<file path="src/rtl/tone_pkg.sv">
package tone_pkg;

    localparam int SEQ_W      = 7;
    localparam int FAST_DIV   = 16;
    localparam int OCT_DIV    = 8;

    typedef enum logic [1:0] {
        SRC_SLOW      = 2'b00,
        SRC_SLOW_HALF = 2'b01,
        SRC_FAST      = 2'b10,
        SRC_FAST_SIXT = 2'b11
    } src_sel_e;

    typedef logic [SEQ_W-1:0] seq_t;

    // Pulses travelling down the divider chain in one cycle
    typedef struct packed {
        logic src;
        logic scaled;
        logic term;
    } tick_chain_t;

    localparam seq_t SEQ_TERMINAL = '1;

    // Fibonacci step for x^7 + x^6 + 1
    function automatic seq_t seq_next(input seq_t s);
        return {s[SEQ_W-2:0], s[SEQ_W-1] ^ s[SEQ_W-2]};
    endfunction

    // An all-zero word would lock the sequence, so it is read as the terminal value
    function automatic seq_t seq_reload(input seq_t w);
        return (w == '0) ? SEQ_TERMINAL : w;
    endfunction

endpackage

</file>
<file path="src/rtl/tone_src_mux.sv">
module tone_src_mux
    import tone_pkg::*;
#(
    parameter int SLOW_DIV = 2,
    parameter int HI_DIV   = FAST_DIV
) (
    input  logic     clk,
    input  logic     rst,
    input  logic     run,
    input  logic     slow_tick,
    input  logic     fast_tick,
    input  src_sel_e sel,
    output logic     src_tick
);
    localparam int SW = (SLOW_DIV > 1) ? $clog2(SLOW_DIV) : 1;
    localparam int FW = (HI_DIV > 1) ? $clog2(HI_DIV) : 1;
    localparam logic [SW-1:0] SLOW_LAST = SW'(SLOW_DIV - 1);
    localparam logic [FW-1:0] FAST_LAST = FW'(HI_DIV - 1);

    logic [SW-1:0] slow_cnt;
    logic [FW-1:0] fast_cnt;
    logic          slow_div_tick;
    logic          fast_div_tick;

    always_ff @(posedge clk) begin
        if (rst || !run) begin
            slow_cnt <= '0;
            fast_cnt <= '0;
        end else begin
            if (slow_tick)
                slow_cnt <= (slow_cnt == SLOW_LAST) ? '0 : slow_cnt + 1'b1;
            if (fast_tick)
                fast_cnt <= (fast_cnt == FAST_LAST) ? '0 : fast_cnt + 1'b1;
        end
    end

    assign slow_div_tick = slow_tick && (slow_cnt == SLOW_LAST);
    assign fast_div_tick = fast_tick && (fast_cnt == FAST_LAST);

    always_comb begin
        unique case (sel)
            SRC_SLOW:      src_tick = slow_tick;
            SRC_SLOW_HALF: src_tick = slow_div_tick;
            SRC_FAST:      src_tick = fast_tick;
            SRC_FAST_SIXT: src_tick = fast_div_tick;
            default:       src_tick = 1'b0;
        endcase
    end

    // a source tick always rides on a strobe
    assert_src_from_strobe_R5: assert property (@(posedge clk) disable iff (rst)
        src_tick |-> (slow_tick || fast_tick));

endmodule

</file>
<file path="src/rtl/tone_octave.sv">
module tone_octave
    import tone_pkg::*;
#(
    parameter int DIV = OCT_DIV
) (
    input  logic clk,
    input  logic rst,
    input  logic run,
    input  logic octave,
    input  logic in_tick,
    output logic out_tick
);
    localparam int W = (DIV > 1) ? $clog2(DIV) : 1;
    localparam logic [W-1:0] LAST = W'(DIV - 1);

    logic [W-1:0] cnt;

    always_ff @(posedge clk) begin
        if (rst || !run)
            cnt <= '0;
        else if (in_tick)
            cnt <= (cnt == LAST) ? '0 : cnt + 1'b1;
    end

    assign out_tick = octave ? (in_tick && cnt == LAST) : in_tick;

    // the prescaler never invents a tick
    assert_octave_subset_R6: assert property (@(posedge clk) disable iff (rst)
        out_tick |-> in_tick);

endmodule

</file>
<file path="src/rtl/tone_seq_div.sv">
module tone_seq_div
    import tone_pkg::*;
(
    input  logic clk,
    input  logic rst,
    input  logic run,
    input  logic tick,
    input  seq_t freq,
    output logic term
);
    seq_t state;

    assign term = tick && (state == SEQ_TERMINAL);

    always_ff @(posedge clk) begin
        if (rst || !run)
            state <= seq_reload(freq);
        else if (tick)
            state <= (state == SEQ_TERMINAL) ? seq_reload(freq) : seq_next(state);
    end

    // the sequence never reaches the all-zero lock-up state
    assert_no_lockup_R8: assert property (@(posedge clk) disable iff (rst)
        state != '0);

    // without a tick the counter holds
    assert_hold_without_tick_R7: assert property (@(posedge clk) disable iff (rst)
        (run && !tick) |=> $stable(state));

endmodule

</file>
<file path="src/rtl/tone_channel.sv">
module tone_channel
    import tone_pkg::*;
(
    input  logic       clk,
    input  logic       rst,
    input  logic       enable_i,
    input  logic       slow_tick_i,
    input  logic       fast_tick_i,
    input  logic [1:0] src_sel_i,
    input  logic       octave_i,
    input  logic [6:0] freq_i,
    output logic       tone_o
);
    tick_chain_t chain;
    logic        run;

    assign run = enable_i && !rst;

    tone_src_mux #(.SLOW_DIV(2), .HI_DIV(FAST_DIV)) u_mux (
        .clk       (clk),
        .rst       (rst),
        .run       (run),
        .slow_tick (slow_tick_i),
        .fast_tick (fast_tick_i),
        .sel       (src_sel_e'(src_sel_i)),
        .src_tick  (chain.src)
    );

    tone_octave #(.DIV(OCT_DIV)) u_oct (
        .clk      (clk),
        .rst      (rst),
        .run      (run),
        .octave   (octave_i),
        .in_tick  (chain.src),
        .out_tick (chain.scaled)
    );

    tone_seq_div u_div (
        .clk  (clk),
        .rst  (rst),
        .run  (run),
        .tick (chain.scaled),
        .freq (seq_t'(freq_i)),
        .term (chain.term)
    );

    always_ff @(posedge clk) begin
        if (rst || !enable_i)
            tone_o <= 1'b0;
        else if (chain.term)
            tone_o <= ~tone_o;
    end

    // a cleared enable silences the output at the next edge
    assert_disable_low_R9: assert property (@(posedge clk) disable iff (rst)
        !enable_i |=> !tone_o);

    // a terminal event flips the output
    assert_term_toggles_R7: assert property (@(posedge clk) disable iff (rst)
        (enable_i && chain.term) |=> (tone_o != $past(tone_o)));

    // no strobe, no change
    assert_quiet_stable_R11: assert property (@(posedge clk) disable iff (rst)
        (enable_i && !slow_tick_i && !fast_tick_i) |=> $stable(tone_o));

endmodule

</file>
<file path="config.mk">
export PLATFORM = sky130hd
export DESIGN_NAME = tone_channel
export DESIGN_NICKNAME = d
export VERILOG_FILES = /design/src/rtl/tone_pkg.sv /design/src/rtl/tone_src_mux.sv /design/src/rtl/tone_octave.sv /design/src/rtl/tone_seq_div.sv /design/src/rtl/tone_channel.sv
export SDC_FILE = /design/constraint.sdc
export NUM_CORES = 1
export LEC_CHECK = 0
export ABC_CLOCK_PERIOD_IN_PS = 2400
export CAP_MARGIN = 20
export CORE_UTILIZATION = 49
export CTS_CLUSTER_DIAMETER = 30
export DETAILED_ROUTE_END_ITERATION = 12
export PLACE_DENSITY = 0.77
export SYNTH_ARGS = -nofsm -noshare
export SYNTH_HDL_FRONTEND = slang
export SYNTH_SLANG_ARGS = --single-unit
export TNS_END_PERCENT = 1
</file>
<file path="constraint.sdc">
create_clock -name clk -period 2.4 [get_ports clk]
set_clock_uncertainty 0.1 [all_clocks]
set_input_delay 0.72 -clock clk [delete_from_list [all_inputs] [get_ports clk]]
set_output_delay 0.72 -clock clk [all_outputs]
set_load 0.03 [all_outputs]
</file>
* Word level (Yosys, flattened, before mapping)
Index checks and enable logic that the tools add are counted.
W data, S select, Z words.
** Operators by class
- Bitwise gates (word level) :: 2
- Reduce and logical (&&, ||, !) cells :: 13
- Equality and inequality tests :: 6
- Muxes and demuxes :: 9
- Add/sub/neg operators :: 3
** Operator list (count)
- $mux W7 :: 4
- $eq A7 B7 Y1 const B :: 1
- $logic_not A7 Y1 :: 1
- $logic_and A1 B1 Y1 :: 5
- $add A4 B1 Y4 const B :: 1
- $eq A2 B2 Y1 const B :: 2
- $eq A4 B4 Y1 const B :: 1
- $mux W4 :: 1
- $pmux W1 S4 :: 1
- $add A3 B1 Y3 const B :: 1
- $eq A3 B3 Y1 const B :: 1
- $logic_not A1 Y1 :: 3
- $mux W3 :: 1
- $eq A2 B1 Y1 const B :: 1
- $logic_not A2 Y1 :: 1
- $logic_or A1 B1 Y1 :: 2
- $mux W1 :: 2
- $reduce_bool A2 Y1 :: 1
- $add A1 B1 Y1 const B :: 1
- $not A1 Y1 :: 1
- $xor A1 B1 Y1 :: 1
** Word-level totals
- Logic and storage cells :: 38
- Register bits after elaboration :: 16
- Output and inout port bits :: 1
- Bits of input ports :: 15

* Depth between registers and ports, before layout
- Depth after elaboration :: 7
- Depth in mapped cells :: 6
- Mapped depth without buffers :: 6

* Modules after synthesis
Synthesis repeated with hierarchy kept, for this count alone.
** Second synthesis, totals
- Cells, all modules :: 86
- Area, all modules :: 859.6 um^2
** By module, submodules not included
- tone_seq_div :: area each 412.9 um^2, seq. area each 210.2 um^2, times used 1, cells an instance 40
- tone_src_mux :: area each 244.0 um^2, seq. area each 100.1 um^2, times used 1, cells an instance 26
- tone_octave :: area each 158.9 um^2, seq. area each 60.1 um^2, times used 1, cells an instance 16
- tone_channel :: area each 43.8 um^2, seq. area each 20.0 um^2, times used 1, cells an instance 4

* Worst setup path after synthesis
No wires, ideal clock.
- Path kind :: input -> register
- Start point :: in freq_i[1]
- End point :: reg u_div.state[1], data pin
- Arrival :: 1.734 ns
- Setup time :: 0.146 ns
- Slack :: 0.421 ns
- Stages on the path :: 4
- Data required time :: 2.154 ns
- Path buffers :: 0
- Path through :: or4_1 -> nor4_4 -> nor2_1 -> a21oi_1
** Between the ends
- Word-level cells in the longest chain between the ends :: 5
** Ends and longest elaborated chain
- start: declaration :: RTL line tone_channel.sv:11 : input logic [6:0] freq_i,
- $logic_not A7 Y1 :: RTL line tone_pkg.sv:32 : return (w == '0) ? SEQ_TERMINAL : w;
- $mux W7 (*) :: RTL line tone_pkg.sv:32
- $mux W7 :: RTL line tone_seq_div.sv:19 : state <= (state == SEQ_TERMINAL) ? seq_reload(freq) : seq_next(state);
- $mux W7 :: RTL line tone_seq_div.sv:18 : else if (tick)
- $mux W7 (*) :: RTL line tone_seq_div.sv:16 : if (rst || !run)
- end signal: assignment :: RTL line tone_seq_div.sv:17 : state <= seq_reload(freq);
- end signal: assignment :: RTL line tone_seq_div.sv:19
- end: declaration :: RTL line tone_seq_div.sv:11 : seq_t state;
Every way passes the cells marked *; elsewhere a longest branch is shown, timed or not. The select of a mux whose other input is x is not followed.
A chain may end at the register's enable or synchronous reset.

* Final worst setup path
- Start point :: in src_sel_i[1]
- End point :: reg u_div.state[4] (enable)
** Between the ends
- Word-level cells in the longest chain between the ends :: 5
- Elaborated cells on any way between the ends :: 8
- Classes of those cells :: eq/ne: 3; mux: 2; reduce/logical: 3
** Ends and longest elaborated chain
- start: declaration :: RTL line tone_channel.sv:9 : input logic [1:0] src_sel_i,
- $eq A2 B2 Y1, or another cell as far along :: RTL line tone_src_mux.sv:41 : unique case (sel)
- $pmux W1 S4 (*) :: RTL line tone_src_mux.sv:41
- $logic_and A1 B1 Y1 :: RTL line tone_octave.sv:25 : assign out_tick = octave ? (in_tick && cnt == LAST) : in_tick;
- $mux W1 (*) :: RTL line tone_octave.sv:25
- $reduce_bool A2 Y1 (no line) (*)
Every way passes the cells marked *; elsewhere a longest branch is shown, timed or not.

==> flow_metrics.env <==
export IMPL_io_pins=16
export IMPL_nets=122
export IMPL_routed_via_density=5.48
export IMPL_critPathCaptureType="flip-flop"
export IMPL_cts_buffers=3
export IMPL_startpoint_type="input pin"
export IMPL_power_density_mw_per_mm2=530
export IMPL_drc_errors=0
export IMPL_grt_overflow=0
export IMPL_vias=652
export IMPL_die_area_mm2=0.00180
export IMPL_finalSetupTns_ps=0
export IMPL_critPathMaxFanout=7
export IMPL_mappedNetlistArea_um2=802
export IMPL_track_usage=0.197
export IMPL_slowest_delay_ps=450
export IMPL_ant_nets=0
export IMPL_synth_area_leaders="edfxtp_1 26%, dfxtp_1 22%, nor2_1 9.4%"
export IMPL_area_delta_synth_final_pct=27.3
export IMPL_ctsHoldBuffers=0
export IMPL_antenna_found_initial=0
export IMPL_drive_gt1_frac=0.0874
export IMPL_dr_first_iter_drc_count=13
export IMPL_path_delay_family="simple AND/OR/NAND/NOR gates"
export IMPL_ctsHtreeMaxLevel=1
export IMPL_finalHoldViolations=0
export IMPL_wl_per_cell_um=12.7
export IMPL_setup_slack_ps=167
export IMPL_root_buffer="clkbuf_4"
export IMPL_yosysMostFrequentCell="nor2_1"
export IMPL_cts_resized_gates=0
export IMPL_synthArstFlopShare=0
export IMPL_dp_slack_ps=-139
export IMPL_coreArea_mm2=0.00152
export IMPL_max_slew_margin=0.754
export IMPL_path_buf_inv=1
export IMPL_synth_edf_count=7
export IMPL_tritoncts="built"
export IMPL_grt_pass1_vias=664
export IMPL_yosysWarnings=0
export IMPL_place_congestion=0.744
export IMPL_status="finished, final reports clean"
export IMPL_worst_pin_slew_ps=366
export IMPL_r2r_start="u_mux.fast_cnt[0]"
export IMPL_clkLatencyLatePin_ps=280
export IMPL_synth_seq_area_share=0.487
export IMPL_cts_sinks=16
export IMPL_netlist_instances=82
export IMPL_fmax_ghz=0.448
export IMPL_cp_arrival_ps=2100
export IMPL_synth_top_area_frac=0.262
export IMPL_synth_ff_latch_count=16
export IMPL_p_leak_uw=0.000383
export IMPL_rows=14
export IMPL_peakVddDrop_v=0.000323
export IMPL_yosysTopAreaCell="edfxtp_1"
export IMPL_cts_max_path_buffers=2
export IMPL_first_pass_iters=4
export IMPL_numPortBuffers=15
export IMPL_grt_first_pass_wirelength_um=2680
export IMPL_dp_hpwl_um=1210
export IMPL_post_route_period_util=0.931
export IMPL_crit_chain="clkdlybuf4s50_1 -> and2_1 -> a2111o_1 -> or2b_1"
export IMPL_yosysUniqueCellTypes=27
export IMPL_routed_wirelength_um=1510
export IMPL_die_x_um=42.5
export IMPL_die_h_um=42.5
export IMPL_synth_common_cells="20 x nor2_1, 9 x a21oi_1, 9 x dfxtp_1"
export IMPL_hold_start="tone_o"
export IMPL_grt_max_degree=15
export IMPL_required_ps=2270
export IMPL_cts_clk_slew_worst_paths_ps=90
export IMPL_post_cts_buffers=0
export IMPL_synthFlopType="dfxtp_1"
export IMPL_fin_crit_ps=2230
export IMPL_syn_avg_cell_area_um2=9.78
export IMPL_total_power_uw=541
export IMPL_rsz0062_at_grt="no"
export IMPL_crit_path_top_delay_cell="clkdlybuf4s50_1"
export IMPL_initial_utilization=0.526
export IMPL_setup_worst_path_start="src_sel_i[1]"
export IMPL_syn_num_nets=100
export IMPL_drv_cap=0
export IMPL_crit_type="input pin to flip-flop"
export IMPL_setup_viol=0
export IMPL_drv_slew=0
export IMPL_hp_class="flip-flop to flip-flop"
export IMPL_antennaDiodeCount=0
## state kept, by name, summed over array words and instances, names as in the netlist
| signal | flops |
|---|---|
| tone_o | 1 |
| u_div.state | 7 |
| u_oct.cnt | 3 |
| u_mux.slow_cnt | 1 |
| u_mux.fast_cnt | 4 |
## metal layers
| metal | wire, um | global-route usage | up-vias |
|---|---|---|---|
| met5 | 0 | 0 | - |
| li1 | - | - | 341 |
| met4 | 6 | 0.0563 | 0 |
| met2 | 764 | 0.348 | 16 |
| met3 | 53 | 0.0431 | 2 |
| met1 | 686 | 0.240 | 293 |
## logic make-up after synthesis
family,after synthesis,synth area share
xor+xnor,3,0.0328
mux,6,0.0764
fa+ha+maj,3,0.0468
buf+inv,2,0.00935
simple gates,36,0.231
flops,16,0.487
compound gates,16,0.117
## cells in the final DEF, fill, tap and decap left out, types with 2 or more instances in the layout
cell type        netlist  layout
a21oi_1                9       9
buf_4                  0       4
clkbuf_4               0       3
clkdlybuf4s50_1        0      15
dfxtp_1                9       9
edfxtp_1               7       7
ha_1                   3       3
mux2i_1                5       5
nand2_1                4       4
nor2_1                20      20
o21ai_0                4       4
or3_1                  2       2
xnor2_1                2       2
## final timing paths
kind	end	slack, ps	cells after the start
worst max-delay path	u_div.state[4]	170	4
worst max register to register	u_div.state[4]	490	4
worst min-delay path	tone_o	390	2
worst min register to register	tone_o	390	2
## power breakdown
part / switching [uW] / total (uW) / internal, uW
logic: 33.1 / 79.0 / 46.0
clock network: 82.9 / 147 / 64.6
registers: 11.7 / 314 / 303
total: 128 / 541 / 413
## per-stage QoR
step	util	hold slack, ps	std cells	cell area (um^2)
2_1_floorplan	-	359	82	802
3_3_place_gp	0.653	373	115	995
3_5_place_dp	0.653	385	115	995
4_1_cts	0.670	397	119	1020
5_1_grt	0.670	435	119	1020
6_report	0.670	395	119	1020
## area by class of cell
| class | instances | area, um^2 |
|---|---|---|
| timing repair buffer | 19 | 180 |
| tap | 16 | 20.0 |
| sequential | 16 | 390 |
| fill | 146 | 503 |
| multi-input combinational | 64 | 404 |
| clock buffer | 4 | 26.3 |
## worst register-to-register path, cell delays in order, from the launching register on
cell	delay [ps]
dfxtp_1	390
ha_1	210
nand3_1	140
a2111o_1	400
or2b_1	340
No activity file was read; power rests on OpenSTA's default activity.
